File: src/rtl/epd_seq_pkg.sv
package epd_seq_pkg;

  typedef enum logic [2:0] {
    PH_IDLE,
    PH_PRE,
    PH_LOW,
    PH_POST,
    PH_WAIT
  } seq_ph_t;

  function automatic int max_of4(input int a, input int b, input int c, input int d);
    int m;
    m = a;
    if (b > m) m = b;
    if (c > m) m = c;
    if (d > m) m = d;
    return m;
  endfunction

endpackage

File: src/rtl/epd_busy_sync.sv
module epd_busy_sync #(
  parameter int STAGES = 2
) (
  input  logic clk,
  input  logic rst,
  input  logic async_in,
  output logic sync_out
);

  logic [STAGES-1:0] chain;

  // Resets to "busy" so a wait never completes on stale data.
  always_ff @(posedge clk) begin
    if (rst) chain <= '1;
    else     chain <= {chain[STAGES-2:0], async_in};
  end

  assign sync_out = chain[STAGES-1];

endmodule

File: src/rtl/epd_tick_timer.sv
module epd_tick_timer #(
  parameter int W = 14
) (
  input  logic         clk,
  input  logic         rst,
  input  logic         clr,
  input  logic         tick,
  input  logic [W-1:0] last,
  output logic         hit
);

  logic [W-1:0] cnt;

  assign hit = tick && (cnt == last);

  always_ff @(posedge clk) begin
    if (rst || clr || hit) cnt <= '0;
    else if (tick)         cnt <= cnt + 1'b1;
  end


  cnt_within_limit_chk: assert property (@(posedge clk) disable iff (rst)
    cnt <= last);

endmodule

File: src/rtl/epd_seq_ctrl.sv
module epd_seq_ctrl
  import epd_seq_pkg::*;
#(
  parameter int PRE_MS     = 20,
  parameter int LOW_MS     = 2,
  parameter int POST_MS    = 20,
  parameter int TIMEOUT_MS = 10000,
  parameter int W          = 14
) (
  input  logic         clk,
  input  logic         rst,
  input  logic         rst_req,
  input  logic         act_start,
  input  logic         busy_s,
  input  logic         hit,
  output logic         tmr_clr,
  output logic [W-1:0] tmr_last,
  output logic         rst_line,
  output logic         active,
  output logic         done,
  output logic         err,
  output logic         bad_req
);

  seq_ph_t st, nxt;
  logic    done_n, err_n, bad_n;

  always_comb begin
    nxt    = st;
    done_n = 1'b0;
    err_n  = 1'b0;
    unique case (st)
      PH_IDLE: begin
        if (rst_req)        nxt = PH_PRE;
        else if (act_start) nxt = PH_WAIT;
      end
      PH_PRE:  if (hit) nxt = PH_LOW;
      PH_LOW:  if (hit) nxt = PH_POST;
      PH_POST: if (hit) nxt = PH_WAIT;
      PH_WAIT: begin
        if (!busy_s) begin
          nxt    = PH_IDLE;
          done_n = 1'b1;
        end else if (hit) begin
          nxt   = PH_IDLE;
          err_n = 1'b1;
        end
      end
      default: nxt = PH_IDLE;
    endcase
  end

  assign bad_n   = (st != PH_IDLE) && (rst_req || act_start);
  assign tmr_clr = (st == PH_IDLE) || (nxt != st);

  always_comb begin
    unique case (st)
      PH_PRE:  tmr_last = W'(PRE_MS - 1);
      PH_LOW:  tmr_last = W'(LOW_MS - 1);
      PH_POST: tmr_last = W'(POST_MS - 1);
      PH_WAIT: tmr_last = W'(TIMEOUT_MS - 1);
      default: tmr_last = '0;
    endcase
  end

  always_ff @(posedge clk) begin
    if (rst) begin
      st       <= PH_IDLE;
      rst_line <= 1'b1;
      active   <= 1'b0;
      done     <= 1'b0;
      err      <= 1'b0;
      bad_req  <= 1'b0;
    end else begin
      st       <= nxt;
      rst_line <= (nxt != PH_LOW);
      active   <= (nxt != PH_IDLE);
      done     <= done_n;
      err      <= err_n;
      bad_req  <= bad_n;
    end
  end


  reject_pulse_chk: assert property (@(posedge clk) disable iff (rst)
    (active && (rst_req || act_start)) |=> bad_req);


  low_only_active_chk: assert property (@(posedge clk) disable iff (rst)
    !rst_line |-> active);


  rise_then_post_chk: assert property (@(posedge clk) disable iff (rst)
    $rose(rst_line) |-> (active && !done && !err));


  end_clears_active_chk: assert property (@(posedge clk) disable iff (rst)
    (done || err) |-> !active);


  single_outcome_chk: assert property (@(posedge clk) disable iff (rst)
    $onehot0({done, err}));

endmodule

File: src/rtl/epd_reset_sequencer.sv
module epd_reset_sequencer
  import epd_seq_pkg::*;
#(
  parameter int PRE_MS      = 20,
  parameter int LOW_MS      = 2,
  parameter int POST_MS     = 20,
  parameter int TIMEOUT_MS  = 10000,
  parameter int SYNC_STAGES = 2
) (
  input  logic clk,
  input  logic rst,
  input  logic ms_tick,
  input  logic rst_req,
  input  logic act_start,
  input  logic panel_busy,
  output logic panel_rst_n,
  output logic seq_active,
  output logic seq_done,
  output logic seq_timeout,
  output logic req_reject
);

  localparam int MAX_T = max_of4(PRE_MS, LOW_MS, POST_MS, TIMEOUT_MS);
  localparam int W     = $clog2(MAX_T + 1);

  logic         busy_s;
  logic         hit;
  logic         tmr_clr;
  logic [W-1:0] tmr_last;

  epd_busy_sync #(.STAGES(SYNC_STAGES)) u_sync (
    .clk      (clk),
    .rst      (rst),
    .async_in (panel_busy),
    .sync_out (busy_s)
  );

  epd_tick_timer #(.W(W)) u_timer (
    .clk  (clk),
    .rst  (rst),
    .clr  (tmr_clr),
    .tick (ms_tick),
    .last (tmr_last),
    .hit  (hit)
  );

  epd_seq_ctrl #(
    .PRE_MS     (PRE_MS),
    .LOW_MS     (LOW_MS),
    .POST_MS    (POST_MS),
    .TIMEOUT_MS (TIMEOUT_MS),
    .W          (W)
  ) u_ctrl (
    .clk       (clk),
    .rst       (rst),
    .rst_req   (rst_req),
    .act_start (act_start),
    .busy_s    (busy_s),
    .hit       (hit),
    .tmr_clr   (tmr_clr),
    .tmr_last  (tmr_last),
    .rst_line  (panel_rst_n),
    .active    (seq_active),
    .done      (seq_done),
    .err       (seq_timeout),
    .bad_req   (req_reject)
  );

endmodule

File: config.mk
export PLATFORM = sky130hd
export DESIGN_NAME = epd_reset_sequencer
export DESIGN_NICKNAME = d
export VERILOG_FILES = /design/src/rtl/epd_seq_pkg.sv /design/src/rtl/epd_busy_sync.sv /design/src/rtl/epd_tick_timer.sv /design/src/rtl/epd_seq_ctrl.sv /design/src/rtl/epd_reset_sequencer.sv
export SDC_FILE = /design/constraint.sdc
export NUM_CORES = 1
export LEC_CHECK = 0
export BUFFER_PORTS_ARGS = -buffer_cell sky130_fd_sc_hd__buf_2
export CAP_MARGIN = 0
export CORE_MARGIN = 4
export CORE_UTILIZATION = 50
export CTS_CLUSTER_DIAMETER = 120
export DETAILED_ROUTE_END_ITERATION = 6
export PLACE_DENSITY = 0.68
export SYNTH_ARGS = -nofsm -noshare
export SYNTH_HDL_FRONTEND = slang
export SYNTH_HIERARCHICAL = 1
export SYNTH_SLANG_ARGS = --single-unit
export TNS_END_PERCENT = 10
File: constraint.sdc
create_clock -name clk -period 3.18 [get_ports clk]
set_input_delay 0 -clock clk [delete_from_list [all_inputs] [get_ports clk]]
set_output_delay 0 -clock clk [all_outputs]
set_load 0.05 [all_outputs]
Word-level counts from Yosys, hierarchy flattened
Cells that the tools add are included.
{"block": "word_totals", "reg_bits": 24, "out_inout_bits": 5, "wordCells": 41, "in_bits": 6}
{"block": "op_classes", "reduce_logical": 12, "n_mux": 11, "bitwise": 2, "addsub": 1, "eq_ne": 7}
{"op": "$pmux W14 S3", "n": 1}
{"op": "$mux W3", "n": 7}
{"op": "$pmux W3 S5", "n": 1}
{"op": "$add A14 B1 Y14 const B", "n": 1}
{"op": "$eq A14 B14 Y1", "n": 1}
{"op": "$eq A3 B2 Y1 const B", "n": 2}
{"op": "$reduce_bool A3 Y1", "n": 2}
{"op": "$logic_or A1 B1 Y1", "n": 4}
{"op": "$reduce_or A2 Y1", "n": 2}
{"op": "$eq A3 B1 Y1 const B", "n": 1}
{"op": "$eq A3 B3 Y1 const B", "n": 1}
{"op": "$logic_not A3 Y1", "n": 1}
{"op": "$ne A3 B2 Y1 const B", "n": 1}
{"op": "$ne A3 B3 Y1", "n": 1}
{"op": "$reduce_or A3 Y1", "n": 1}
{"op": "$logic_and A1 B1 Y1", "n": 2}
{"op": "$mux W1", "n": 2}
{"op": "$not A1 Y1", "n": 2}

Logic depth before layout (Yosys ltp)
{"block": "logic_depth", "depth_word": 12, "depth_mapped": 14, "mapped_depth_nobuf": 9}

Modules after synthesis
The synthesis kept the hierarchy.
{"mod": "epd_tick_timer", "area_per_inst_um2": 834.6, "instances": 1, "cells_each": 93}
{"mod": "epd_seq_ctrl", "area_per_inst_um2": 460.4, "instances": 1, "cells_each": 55}
{"mod": "epd_busy_sync", "area_per_inst_um2": 52.6, "instances": 1, "cells_each": 4}

Least setup slack after synthesis
OpenSTA, ideal clock, no wires.
{"block": "synth_path", "kind": "register -> register", "start": "register u_ctrl.st[1]", "end": "register u_timer.cnt[4]", "arrival_time_ps": 2574, "n_path_buf": 5, "setup_ps": 134, "path_stages_with_launch": 15, "slack_ps": 472, "cell_sequence": "dfxtp_1 buf_6 nor2_4 nand2_1 inv_1 buf_4 xnor2_1 nand4_1 nor4_4 buf_4 o21bai_1 or2_2 clkbuf_1 clkbuf_1 nor3_1"}
{"block": "synth_between", "elab_chain_cells": 12, "elab_cells_between_ends": 21, "classes_between": "eq/ne (6); mux (9); reduce/logical (6)"}
{"item": "from (decl)", "line_no": "epd_seq_ctrl.sv:25", "text": "seq_ph_t st, nxt;"}
{"item": "from (signal assigned)", "line_no": "epd_seq_ctrl.sv:75", "text": "st <= nxt;"}
{"item": "$eq A3 B1 Y1 / $eq A3 B2 Y1 (equally long branches)", "line_no": "epd_seq_ctrl.sv:57", "text": "unique case (st)"}
{"item": "$reduce_or A2 Y1 (no line)"}
{"item": "$pmux W14 S3 (*)", "line_no": "epd_seq_ctrl.sv:57"}
{"item": "via tmr_last[2]", "line_no": "epd_reset_sequencer.sv:29", "text": "logic [W-1:0] tmr_last;"}
{"item": "$eq A14 B14 Y1 (*)", "line_no": "epd_tick_timer.sv:14", "text": "assign hit = tick && (cnt == last);"}
{"item": "$logic_and A1 B1 Y1 (*)", "line_no": "epd_tick_timer.sv:14"}
{"item": "via hit", "line_no": "epd_reset_sequencer.sv:27", "text": "logic hit;"}
{"item": "$mux W3", "line_no": "epd_seq_ctrl.sv:44", "text": "end else if (hit) begin"}
{"item": "$mux W3", "line_no": "epd_seq_ctrl.sv:41", "text": "if (!busy_s) begin"}
{"item": "$pmux W3 S5 (*)", "line_no": "epd_seq_ctrl.sv:32", "text": "unique case (st)"}
{"item": "$ne A3 B3 Y1 (*)", "line_no": "epd_seq_ctrl.sv:54", "text": "assign tmr_clr = (st == PH_IDLE) || (nxt != st);"}
{"item": "$logic_or A1 B1 Y1 (*)", "line_no": "epd_seq_ctrl.sv:54"}
{"item": "via tmr_clr", "line_no": "epd_reset_sequencer.sv:28", "text": "logic tmr_clr;"}
{"item": "$logic_or A1 B1 Y1 (*) (2 in series)", "line_no": "epd_tick_timer.sv:17", "text": "if (rst || clr || hit) cnt <= '0;"}
{"item": "to (signal assigned)", "line_no": "epd_tick_timer.sv:18", "text": "else if (tick) cnt <= cnt + 1'b1;"}
{"item": "to (decl)", "line_no": "epd_tick_timer.sv:12", "text": "logic [W-1:0] cnt;"}
Mark *: on every way through the listed nets, which the timed path passes. The rest lies on a longest branch.
A chain may end at the register's enable or synchronous reset.

Worst setup path in the final report
Same ends and word-level chain as after synthesis.

==> flow_metrics.py <==
metrics = {
    "synth": {
        "synth.area.mux_share_pct": 1.49,
        "ys_seq_area_share_pct": 35.7,
        "synth-compound-area-share_pct": 5.57,
        "synth.ff_latch_count": 24,
        "yosys_most_used_dff": "dfxtp_1",
        "synth-xor-area-share_pct": 17.5,
        "ys_types": 36,
        "syn_inst": 152,
        "syn_area_per_cell_um2": 8.87,
        "async_flop_share_pct": 0,
        "synth_area_mm2": 0.00135,
        "synth_top_family_by_area": "simple AND/OR/NAND/NOR gates",
        "ys.warnings.count": 6,
        "synth_edf_count": 0,
        "synthSimpleGateAreaFrac_pct": 28.7,
        "yosys.area_share.adder_pct": 0.929,
    },
    "route": {
        "drtIter0Drc": 25,
        "firstDrtPassIters": 4,
        "num_vias": 1031,
        "wl_per_cell_um": 13.9,
        "drc": 0,
        "wirelength_mm": 2.58,
        "vias_per_cell": 5.54,
        "ant_nets": 0,
    },
    "flow_run": {
        "maxCapViolations": 0,
    },
    "die": {
        "rows": 18,
        "ioPinCount": 11,
        "start_util_pct": 53.4,
        "die_height_um": 59.9,
        "core_mm2": 0.00252,
        "dieArea_mm2": 0.00359,
        "fp.dieW_um": 59.9,
    },
    "power": {
        "power_density_mw_per_mm2": 390,
        "max-vdd-ir-drop_v": 0.000256,
        "p_leak_nw": 0.490,
    },
    "cells_and_area": {
        "final_common_cell": "dfxtp_1",
        "antenna_cells": 0,
        "nets": 164,
        "syn2layout_area_growth_pct": 4.55,
        "design_area_mm2": 0.00141,
        "final_cell_mix": "dfxtp_1, xnor2_1, nor3_1",
        "drive_above_1_share_pct": 15.4,
    },
    "clocking": {
        "worstSkewPairLatency_ns": 0.31,
        "post-cts-setup-buffer-count": 0,
        "clock_sinks": 24,
        "tritoncts": "yes",
        "cts-resized-gates": 0,
        "cts_buffers": 3,
        "htree_levels": 1,
        "cts_buffer_depth": 2,
        "cts-root-buf": "clkbuf_4",
        "clkTransAtPathRegs_ns": 0.12,
    },
    "sta": {
        "period_minus_slack_ns": 2.51,
        "fin_crit_sh_pct": 79.0,
        "fmax_mhz": 398,
        "finalClockSkew_ns": 0.00908,
        "hold_viol_final": 0,
        "rsz0062_at_grt": "false",
        "setup_viol": 0,
        "fin_tns_setup_ns": 0,
        "slew_violations": 0,
        "setup_slack_ns": 0.668,
    },
    "setup_path": {
        "crit_chain": "nor2_4 > nand2_1 > inv_1 > xnor2_1 > nand3_1 > nor4_4 > o21bai_1 > or2_2 > nor3_1",
        "cp_data_required_time_ns": 3.38,
        "crit_type": "reg -> reg",
        "crit_family": "simple AND/OR/NAND/NOR gates",
        "end_kind": "register",
        "start_kind": "register",
        "crit_arrival_ns": 2.71,
        "critPathMaxStageDelay_ns": 0.49,
        "crit_slowest_cell": "nor4_4",
        "crit_buf_inv": 1,
        "worstPathMaxFanout": 14,
    },
    "run_status": {
        "status": "completed",
    },
    "placement": {
        "dp_hpwl_mm": 1.81,
        "placed_area_mm2": 0.00133,
        "dp_worst_setup_slack_ns": 0.685,
        "gp_congestion": 0.845,
        "port_buffers": 10,
    },
    "worst_hold_path": {
        "hp-class": "in -> reg",
    },
    "grt": {
        "grt_start_max_net_pins": 15,
        "antenna_found_initial": 0,
        "grt.overflow.total": 0,
        "grt_pass1_wl_mm": 4.26,
        "grt_pass1_vias": 986,
        "track_usage_pct": 15.9,
    },
}
cell usage after synthesis (all sizes together), types with 2 or more instances:
library cell / count / share of area (%)
dfxtp: 24 / 36
nor3: 19 / 7.1
xnor2: 19 / 12
buf: 16 / 8.4
nand4: 12 / 5.6
nand2: 10 / 3.0
xor2: 8 / 5.2
nor2: 7 / 2.5
and3: 4 / 2.0
o21ai: 4 / 1.5
clkbuf: 3 / 0.84
nand3: 3 / 1.1
or2: 3 / 1.4
a211oi: 2 / 1.5
and4: 2 / 1.5
inv: 2 / 0.56
mux2i: 2 / 1.5
nor4: 2 / 2.0
or3: 2 / 0.93
layout make-up:
class	instances	area, µm²
Clock buffer	4	36.3
Fill cell	240	1110
Inverter	2	7.51
Multi-Input combinational cell	111	749
Sequential cell	24	480
Tap cell	30	37.5
Timing Repair Buffer	15	97.6
layer usage:
layer / part of all wire (%) / up-vias / GRT usage, %
met2: 48 / 18 / 26.7
met3: 3.6 / 2 / 2.81
met1: 48 / 487 / 19.8
li1: - / 524 / -
met5: 0 / - / 0
met4: 0.50 / 0 / 6.65
cell families after synthesis:
group / after synthesis
fa+ha+maj: 1
other cells: 1
buf+inv: 21
xor+xnor: 27
mux: 2
compound gates: 10
simple gates: 66
flops: 24
path summary, 6_finish.rpt:
path / slack (ns) / endpoint / cells past startpoint / startpoint
setup / recovery: 0.67 / u_timer/cnt[4] / 9 / u_ctrl/st[1]
hold / removal: 0.1 / u_ctrl/st[0] / 4 / rst_req
setup reg to reg: 0.67 / u_timer/cnt[4] / 9 / u_ctrl/st[1]
hold reg to reg: 0.42 / u_sync/chain[1] / 1 / u_sync/chain[0]
tightest hold or removal path, cell delays in order:
cell and delay (ns):
buf_2 0.11, mux2i_1 0.07, nand2_1 0.06, and3_1 0.15
timing repair:
action | CTS | global route
hold buffers | 4 | 0
endpoints found under the setup margin | 0 | 0
hold endpoints to repair | 5 | 0
through the flow:
stage	instances	total power [mW]	util [%]	hold slack [ns]
finish	186	0.549	55.9	0.0982
global placement	178	0.387	52.8	0.178
global route	186	0.572	55.9	0.103
CTS	186	0.552	55.9	0.0954
detailed placement	178	0.390	52.8	0.187
floorplan	156	0.386	-	0.0971
power by group:
part           switching [mW]  internal, mW
clock                  0.0912        0.0699
combinational          0.0423        0.0294
sequential            0.00903         0.307
sequential cells by signal, summed over array words and instances (netlist names):
| signal | cells |
|---|---|
| u_timer/cnt | 14 |
| u_ctrl/err | 1 |
| u_ctrl/st | 3 |
| u_ctrl/rst_line | 1 |
| u_ctrl/done | 1 |
| u_sync/chain | 2 |
| u_ctrl/bad_req | 1 |
| u_ctrl/active | 1 |
Power figures use the tool's default switching activity.
